**src/rtl/skip_pkg.sv**
```systemverilog
package skip_pkg;
  localparam int ADDR_W  = 12;
  localparam int SEL_W   = 3;
  localparam int N_SW    = 6;
  localparam int N_FLAG  = 6;
  localparam int FLAG_LO = 0;
  localparam int SW_LO   = 3;
  localparam int OVF_BIT = 9;
  localparam int IOS_BIT = 10;

  typedef struct packed {
    logic             io_test;
    logic             ovf_test;
    logic [SEL_W-1:0] sw_sel;
    logic [SEL_W-1:0] flag_sel;
  } skip_fields_t;
endpackage

```
**src/rtl/skip_rst_sync.sv**
```systemverilog
module skip_rst_sync #(
  parameter int STAGES = 2
) (
  input  logic clk,
  input  logic rst_n,
  output logic rst_sync_n
);
  logic [STAGES-1:0] chain_q;

  always_ff @(posedge clk or negedge rst_n) begin
    if (!rst_n) chain_q <= '0;
    else        chain_q <= {chain_q[STAGES-2:0], 1'b1};
  end

  assign rst_sync_n = chain_q[STAGES-1];
endmodule

```
**src/rtl/skip_sel.sv**
```systemverilog
module skip_sel #(
  parameter int SEL_W = 3,
  parameter int N     = 6
) (
  input  logic             clk,
  input  logic             rst_sync_n,
  input  logic [SEL_W-1:0] sel,
  input  logic [N-1:0]     bits,
  output logic             hit
);
  localparam logic [SEL_W-1:0] ALL_CODE = {SEL_W{1'b1}};

  logic [N-1:0] one_hit;
  logic         all_hit;

  genvar gi;
  generate
    for (gi = 0; gi < N; gi++) begin : g_one
      assign one_hit[gi] = (sel == SEL_W'(gi + 1)) && !bits[gi];
    end
  endgenerate

  always_comb begin
    all_hit = (sel == ALL_CODE) && (bits == '0);
    hit     = all_hit || (|one_hit);
  end

  p_none_sel_r5: assert property (@(posedge clk) disable iff (!rst_sync_n)
    (sel == '0) |-> !hit);
  p_all_code_r3: assert property (@(posedge clk) disable iff (!rst_sync_n)
    (sel == ALL_CODE && hit) |-> (bits == '0));
endmodule

```
**src/rtl/skip_ovf.sv**
```systemverilog
module skip_ovf (
  input  logic clk,
  input  logic rst_sync_n,
  input  logic set_i,
  input  logic start_clr_i,
  input  logic test_clr_i,
  output logic q
);
  logic q_d;
  logic q_en;

  always_comb begin
    q_en = set_i | start_clr_i | test_clr_i;
    q_d  = (start_clr_i | test_clr_i) ? 1'b0 : 1'b1;
  end

  always_ff @(posedge clk or negedge rst_sync_n) begin
    if (!rst_sync_n)  q <= 1'b0;
    else if (q_en)    q <= q_d;
  end

  p_set_r9: assert property (@(posedge clk) disable iff (!rst_sync_n)
    (set_i && !start_clr_i && !test_clr_i) |=> q);
  p_start_clr_r9: assert property (@(posedge clk) disable iff (!rst_sync_n)
    start_clr_i |=> !q);
  p_test_clr_r10: assert property (@(posedge clk) disable iff (!rst_sync_n)
    test_clr_i |=> !q);
endmodule

```
**src/rtl/skip_decider.sv**
```systemverilog
module skip_decider
  import skip_pkg::*;
(
  input  logic              clk,
  input  logic              rst_n,
  input  logic              exec_en,
  input  logic [ADDR_W-1:0] addr,
  input  logic              io_sign,
  input  logic [N_SW-1:0]   sense_sw,
  input  logic [N_FLAG-1:0] prog_flag,
  input  logic              start_clr,
  input  logic              ovf_set,
  output logic              skip,
  output logic              ovf_flag
);
  logic         rst_sync_n;
  skip_fields_t fld;
  logic         sw_hit;
  logic         flag_hit;
  logic         any_hit;

  always_comb begin
    fld.io_test  = addr[IOS_BIT];
    fld.ovf_test = addr[OVF_BIT];
    fld.sw_sel   = addr[SW_LO +: SEL_W];
    fld.flag_sel = addr[FLAG_LO +: SEL_W];
  end

  skip_rst_sync #(.STAGES(2)) u_rst (
    .clk        (clk),
    .rst_n      (rst_n),
    .rst_sync_n (rst_sync_n)
  );

  skip_sel #(.SEL_W(SEL_W), .N(N_SW)) u_sw_sel (
    .clk        (clk),
    .rst_sync_n (rst_sync_n),
    .sel        (fld.sw_sel),
    .bits       (sense_sw),
    .hit        (sw_hit)
  );

  skip_sel #(.SEL_W(SEL_W), .N(N_FLAG)) u_flag_sel (
    .clk        (clk),
    .rst_sync_n (rst_sync_n),
    .sel        (fld.flag_sel),
    .bits       (prog_flag),
    .hit        (flag_hit)
  );

  skip_ovf u_ovf (
    .clk         (clk),
    .rst_sync_n  (rst_sync_n),
    .set_i       (ovf_set),
    .start_clr_i (start_clr),
    .test_clr_i  (exec_en & fld.ovf_test),
    .q           (ovf_flag)
  );

  always_comb begin
    any_hit = (fld.io_test && !io_sign)
            | (fld.ovf_test && !ovf_flag)
            | sw_hit
            | flag_hit;
    skip    = exec_en & any_hit;
  end

  p_gate_r8: assert property (@(posedge clk) disable iff (!rst_sync_n)
    !exec_en |-> !skip);
  p_ovf_skip_r6: assert property (@(posedge clk) disable iff (!rst_sync_n)
    (exec_en && fld.ovf_test && !ovf_flag) |-> skip);
  p_io_skip_r1: assert property (@(posedge clk) disable iff (!rst_sync_n)
    (exec_en && fld.io_test && !io_sign) |-> skip);
  p_or_r7: assert property (@(posedge clk) disable iff (!rst_sync_n)
    (exec_en && (sw_hit || flag_hit)) |-> skip);
endmodule

```
**config.mk**
```make
export PLATFORM = sky130hd
export DESIGN_NAME = skip_decider
export DESIGN_NICKNAME = d
export VERILOG_FILES = /design/src/rtl/skip_pkg.sv /design/src/rtl/skip_rst_sync.sv /design/src/rtl/skip_sel.sv /design/src/rtl/skip_ovf.sv /design/src/rtl/skip_decider.sv
export SDC_FILE = /design/constraint.sdc
export NUM_CORES = 1
export LEC_CHECK = 0
export BUFFER_PORTS_ARGS = -buffer_cell sky130_fd_sc_hd__buf_4
export CORE_AREA = 4 4 41 43
export CTS_CLUSTER_SIZE = 40
export DETAILED_ROUTE_END_ITERATION = 6
export DIE_AREA = 0 0 45 47
export GPL_ROUTABILITY_DRIVEN = 0
export PLACE_DENSITY = 0.52
export SLEW_MARGIN = 15
export SYNTH_ARGS = -nofsm -noshare
export SYNTH_HDL_FRONTEND = slang
export SYNTH_SLANG_ARGS = --single-unit
```
**constraint.sdc**
```tcl
create_clock -name clk -period 2.2 [get_ports clk]
set_clock_uncertainty 0.1 [all_clocks]
set_input_delay 0.22 -clock clk [delete_from_list [all_inputs] [get_ports clk]]
set_output_delay 0.22 -clock clk [all_outputs]
set_load 0.01 [all_outputs]
```
==> results of run 1 <==
-- registers in the layout, summed over array words and instances (netlist names) --
register and cells:
u_rst.chain_q 2, u_ovf.q 1
-- worst max-delay path: cells and delay by family (launching register included) --
kind | cells | cell delay, ps
buffers and inverters | 2 | 210
AO/OA/AOI/OAI | 3 | 750
flip-flops | 1 | 360
-- layer usage --
layer	track usage [%]	up-vias	wire, µm
met5	0	-	0
met4	5.26	0	0
met3	0.383	0	89
met2	15.0	16	443
met1	11.9	168	340
li1	-	195	-
-- worst paths after layout --
check	endpoint	cells after the start	start
worst max-delay path	skip	5	u_ovf.q
worst min-delay path	u_ovf.q	2	start_clr
worst max register to register	u_ovf.q	2	u_ovf.q
worst min register to register	u_rst.chain_q[1]	0	u_rst.chain_q[0]
max in group asynchronous	u_ovf.q	1	u_rst.chain_q[1]
min in group asynchronous	u_rst.chain_q[1]	2	rst_n
-- cells by family (layout without fill, tap and decap cells) --
group	count (synthesis)	in the layout	share of synthesized area, %
AOI/OAI and AO/OA	11	11	30.9
buffers and inverters	3	36	3.91
DFF	3	3	26.1
muxes	2	2	6.96
other	1	1	1.30
and+or+nand+nor	13	13	30.9
-- cells in the mapped netlist (all sizes together) --
cell    n  area (µm²)
a221oi  1        15.0
mux2i   2        20.0
o21ai   2        10.0
dfrtp   3        75.1
nor4    2        12.5
o41ai   1        8.76
a31oi   1        6.26
a21oi   2        10.0
nand3b  1        7.51
o41a    1        11.3
nor2    4        15.0
inv     3        11.3
conb    1        3.75
and4bb  1        12.5
nand2   1        3.75
nor3b   3        27.5
a211oi  3        27.5
nor4bb  1        10.0
-- layout make-up --
class | instances | area [µm²] | share of cell area (%)
Inverter | 3 | 11.3 | 2.03
Tap cell | 15 | 18.8 | 3.38
Timing Repair Buffer | 29 | 223 | 40.1
Clock buffer | 4 | 26.3 | 4.73
Sequential cell | 3 | 75.1 | 13.5
Multi-Input combinational cell | 27 | 201 | 36.3
-- power by group --
part / internal, µW / total [µW] / switching (µW)
clock: 67.8 / 94.0 / 26.2
sequential: 58.6 / 59.9 / 1.38
combinational: 48.3 / 75.9 / 27.6
-- through the flow --
stage	hold WS [ps]	instances	total power [µW]	utilization [%]
2_1_floorplan	-176	33	83.9	-
3_3_place_gp	-97.9	75	134	39.1
3_5_place_dp	-102	75	134	39.1
4_1_cts	38.7	81	235	42.7
5_1_grt	45.8	81	246	42.7
6_report	42.5	81	230	42.7
==> metrics.cfg, run 1 <==
[outcome]
status = complete, no violations

[cells_and_area]
nets = 97
final_common_cell = buf_4
drive_gt1_share_pct = 50.0
mostFrequentLayoutCells = buf_4, nor2_1, inv_1, clkbuf_4, dfrtp_1
syn2layout_area_growth_pct = 93.0
fillers = 150
stdcell_area_um2 = 556
antenna_cells = 0

[clock_network]
clock_latency_ps = 220
cts_resized = 0
cts.sinks = 3
hold_buffers = 2
numCtsBuffers = 3
postCtsSetupBuffers = 0
cts_tree = built
clockRootBuffer = clkbuf_4
cts.path.max_buffers = 2
clk_pin_slew_ps = 40
h-tree-depth = 1

[power]
vdd_drop_max_mv = 0.151
p_leak_uw = 0.000260
powerDensity_nw_per_um2 = 414

[sta]
post-route-period-util_pct = 84.3
setup_viol = 0
period_minus_slack_ps = 1850
fin_ws_ps = 346
fin_setup_tns_ps = 0
fmaxAchievable_ghz = 0.539
maxSlewViolCount = 0
rsz0062_at_grt = false
finalHoldViolCount = 0

[setup_path]
crit_chain = inv_1, a221oi_2, o41ai_1, o41a_1, buf_4
start_kind = register
ff2ff_setup_slack_ps = 1400
critPathKind = reg -> out
path_max_fanout = 3
worstSetupEndpointType = primary output
critical_path_arrival_ps = 1530
slowest_delay_ps = 380
crit_slowest_cell = o41a_1
cp.required_ps = 1880

[global_routing]
grt_max_degree = 8
grt_usage_pct = 9.11
antenna_found_initial = 0
first_global_vias = 373
grt_pass1_wl_um = 1440
grt_remaining_overflow = 0

[logic_synthesis]
syn_nets = 63
ys_types = 20
synth-seq-cells = 3
ys_seq_area_share_pct = 26.1
netlist_area_um2 = 288
ys_warn_count = 0
synthesis.area_per_instance_um2 = 8.72
postSynthCellCount = 33

[routing]
wl_um = 873
drt_iter0_drc = 1
antenna_left = 0
vias_per_cell = 4.68
drc_errors = 0
firstDrtPassIters = 2
drt-wirelength-per-cell_um = 10.8
vias = 379

[die]
core_area_um2 = 1300
fp.dieW_um = 45
start_util_pct = 22.1
fp.dieH_um = 47
die_area_um2 = 2120
std_cell_rows = 13
ios = 32

[placed_design]
placed_cell_area_um2 = 509
place_ws_ps = 499
port_buffers = 27

[worst_hold_path]
hold_path_class = in -> reg

[job]
cap_viol_max_count = 0

Note: power is estimated with default switching activity, not from simulation.
==> run 2, diff against run 1 <==
--- a/config.mk
+++ b/config.mk
@@ -5,13 +5,14 @@
 export SDC_FILE = /design/constraint.sdc
 export NUM_CORES = 1
 export LEC_CHECK = 0
+export ABC_AREA = 1
 export BUFFER_PORTS_ARGS = -buffer_cell sky130_fd_sc_hd__buf_4
 export CORE_AREA = 4 4 41 43
 export CTS_CLUSTER_SIZE = 40
 export DETAILED_ROUTE_END_ITERATION = 6
 export DIE_AREA = 0 0 45 47
 export GPL_ROUTABILITY_DRIVEN = 0
-export PLACE_DENSITY = 0.52
+export PLACE_DENSITY = 0.63
 export SLEW_MARGIN = 15
 export SYNTH_ARGS = -nofsm -noshare
 export SYNTH_HDL_FRONTEND = slang
==> constraint.sdc (replaced) <==
create_clock -name clk -period 1.62 [get_ports clk]
set_clock_uncertainty 0.1 [all_clocks]
set_input_delay 0.162 -clock clk [delete_from_list [all_inputs] [get_ports clk]]
set_output_delay 0.162 -clock clk [all_outputs]
set_load 0.01 [all_outputs]
==> run 2 against run 1 <==
Against the previous run:
- utilization increased by 9.2 points
- design area increased by 22%
- register-to-register slack got worse by 590 ps
- via count increased by 33%
- critical path type unchanged
- largest power group unchanged
==> metrics.cfg, run 2 <==
[sta]
period_minus_slack_ps = 1510
fmaxAchievable_ghz = 0.661
maxSlewViolCount = 0  ; unchanged
post-route-period-util_pct = 93.3
rsz0062_at_grt = true
setup_viol = 0  ; unchanged
finalHoldViolCount = 0  ; unchanged

[cells_and_area]
largest_reg_flops = 2  ; unchanged
regMostFlops = u_rst.chain_q
mostFrequentLayoutCells = buf_4, nor2_1, inv_1, nand2_1, nand3_1
antenna_cells = 0  ; unchanged
nets = 141  ; +45%
final_common_cell = buf_4
drive_gt1_share_pct = 35.5  ; -15 points
stdcell_area_um2 = 676  ; +22%
top_regs = u_rst.chain_q (2), u_ovf.q (1)
fillers = 141  ; -6.0%
syn2layout_area_growth_pct = 73.1

[global_routing]
grt_max_degree = 6  ; -2
grtUsageMet1_pct = 11.4  ; -0.54 points
antenna_found_initial = 0  ; unchanged
met3_usage_pct = 2.30  ; +1.9 points
grt_pass1_wl_um = 1620  ; +13%
first_global_vias = 471  ; +26%
grt_remaining_overflow = 0  ; unchanged
grt_usage_pct = 10.3  ; +1.2 points
top_usage_layer = met2
grt.met2_usage_pct = 18.4  ; +3.4 points

[worst_hold_path]
min_from = exec_en
hold_depth = 2  ; unchanged
min_to = u_ovf.q
hold_path_class = in -> reg

[die]
start_util_pct = 30.0  ; +7.9 points
ios = 32  ; unchanged
std_cell_rows = 13  ; unchanged
fp.dieW_um = 45  ; unchanged
core_area_um2 = 1300  ; unchanged
fp.dieH_um = 47  ; unchanged
die_area_um2 = 2120  ; unchanged

[placed_design]
post-dp-hpwl_um = 847
port_buffers = 27  ; unchanged
placed_cell_area_um2 = 612  ; +20%

[power]
vdd_drop_max_mv = 0.300  ; +99%
powerDensity_nw_per_um2 = 490  ; +18%
power_uw = 331  ; +44%
p_leak_uw = 0.000413  ; +59%

[routing]
drt-wirelength-per-cell_um = 8.02  ; -26%
firstDrtPassIters = 4  ; +2
antenna_left = 0  ; unchanged
drt_iter0_drc = 7  ; +6
wl_um = 1000  ; +15%
drc_errors = 0  ; unchanged
vias = 505  ; +33%
vias_per_cell = 4.04  ; -14%

[setup_path]
worstSetupEndpointType = primary output
r2r-start = u_ovf.q
ff2ff_setup_slack_ps = 810  ; -590 ps
path_max_fanout = 3  ; unchanged
ff2ff_path_depth = 2  ; unchanged
start_kind = register
critPathKind = reg -> out
cp.required_ps = 1360  ; -520 ps
critical_path_arrival_ps = 1250  ; -280 ps
r2r_end = u_ovf.q

[logic_synthesis]
synth_top_area_share_pct = 20.2  ; -5.9 points
synthesis.area_per_instance_um2 = 5.20  ; -40%
yosys-top-cells-count = nor2_1, inv_1, nand2_1
syn_nets = 105  ; +67%
synth-seq-cells = 3  ; unchanged
ys_seq_area_share_pct = 19.2  ; -6.9 points
ys_types = 13  ; -35%
synthArstFlopShare_pct = 100  ; unchanged
netlist_area_um2 = 390  ; +36%
yosysMostFrequentCell = nor2_1
synth_edf_count = 0  ; unchanged
postSynthCellCount = 75  ; +130%
yosys.area.top_type = nor2_1
synthTopCellsByArea = nor2_1, dfrtp_1, inv_1
ys_warn_count = 0  ; unchanged
synthFlopType = dfrtp_1

[clock_network]
h-tree-depth = 1  ; unchanged
cts.sinks = 3  ; unchanged
clk_pin_slew_ps = 40  ; about the same
clockRootBuffer = clkbuf_4
cts.path.max_buffers = 2  ; unchanged
clock_latency_ps = 230  ; about the same
numCtsBuffers = 3  ; unchanged
cts_tree = built

[job]
cap_viol_max_count = 0  ; unchanged

[outcome]
status = complete, no violations

-- run 2: changes by cell type after synthesis, moves of 9 or more --
cell and delta:
inv_1 +14, nand2_1 +13, nand3_1 +9, nor2_1 +17
-- run 2: critical path, cell delays in order, from the launching register on --
cell     delay [ps]
dfrtp_1         360
inv_1            50
nand2_1          50
nand2_1          50
inv_1            50
nand3_1          60
nor2_1           80
nand2_1          50
nor2_1          100
nor2_1           50
buf_4           130
-- run 2: cell type report --
type / count / area (µm²) / area share, %
Clock buffer: 4 / 26.3 / 3.89
Timing Repair Buffer: 31 / 240 / 35.6
Sequential cell: 3 / 75.1 / 11.1
Multi-Input combinational cell: 53 / 244 / 36.1
Inverter: 19 / 71.3 / 10.6
Tap cell: 15 / 18.8 / 2.78
-- run 2: kinds of logic after synthesis --
| group | count (synthesis) | synth area share [%] |
|---|---|---|
| DFF | 3 | 19.2 |
| other | 1 | 0.961 |
| and+or+nand+nor | 51 | 59.6 |
| AOI/OAI and AO/OA | 1 | 1.92 |
| buffers and inverters | 19 | 18.3 |
-- run 2: what timing repair did --
item / CTS / global route
gates resized for setup: 0 / 0
setup buffers: 0 / 1
hold buffers: 3 / 0
hold endpoints to repair: 4 / 0
setup endpoints to repair: 0 / 1
-- run 2: worst max path at each step --
stage,from,endpoint,depth (start not counted)
6_report,u_ovf.q,skip,10
5_1_grt,u_ovf.q,skip,10
4_1_cts,u_ovf.q,skip,10
3_5_place_dp,u_ovf.q,skip,10
3_3_place_gp,u_ovf.q,skip,10
2_1_floorplan,u_ovf.q,skip,9
-- run 2: stage by stage --
| step | std cells | util [%] | TNS (ps) | hold WS [ps] | setup WS, ps |
|---|---|---|---|---|---|
| floorplan | 75 | - | 0 | -234 | 452 |
| global placement | 117 | 47.0 | 0 | -155 | 343 |
| detailed placement | 117 | 47.0 | 0 | -154 | 325 |
| CTS | 124 | 51.3 | 0 | 15.9 | 70.8 |
| global route | 125 | 51.9 | -10.1 | 34.2 | -10.1 |
| finish | 125 | 51.9 | 0 | 24.0 | 108 |
-- run 2: per-layer routing --
metal	vias to the layer above	part of all wire [%]
li1	289	-
met1	197	41
met2	19	51
met3	0	7.7
met4	0	0
met5	-	0
-- run 2: where the power goes --
group | switching [µW] | internal, µW
combinational | 53.1 | 70.2
sequential | 1.95 | 79.6
clock | 34.5 | 92.0
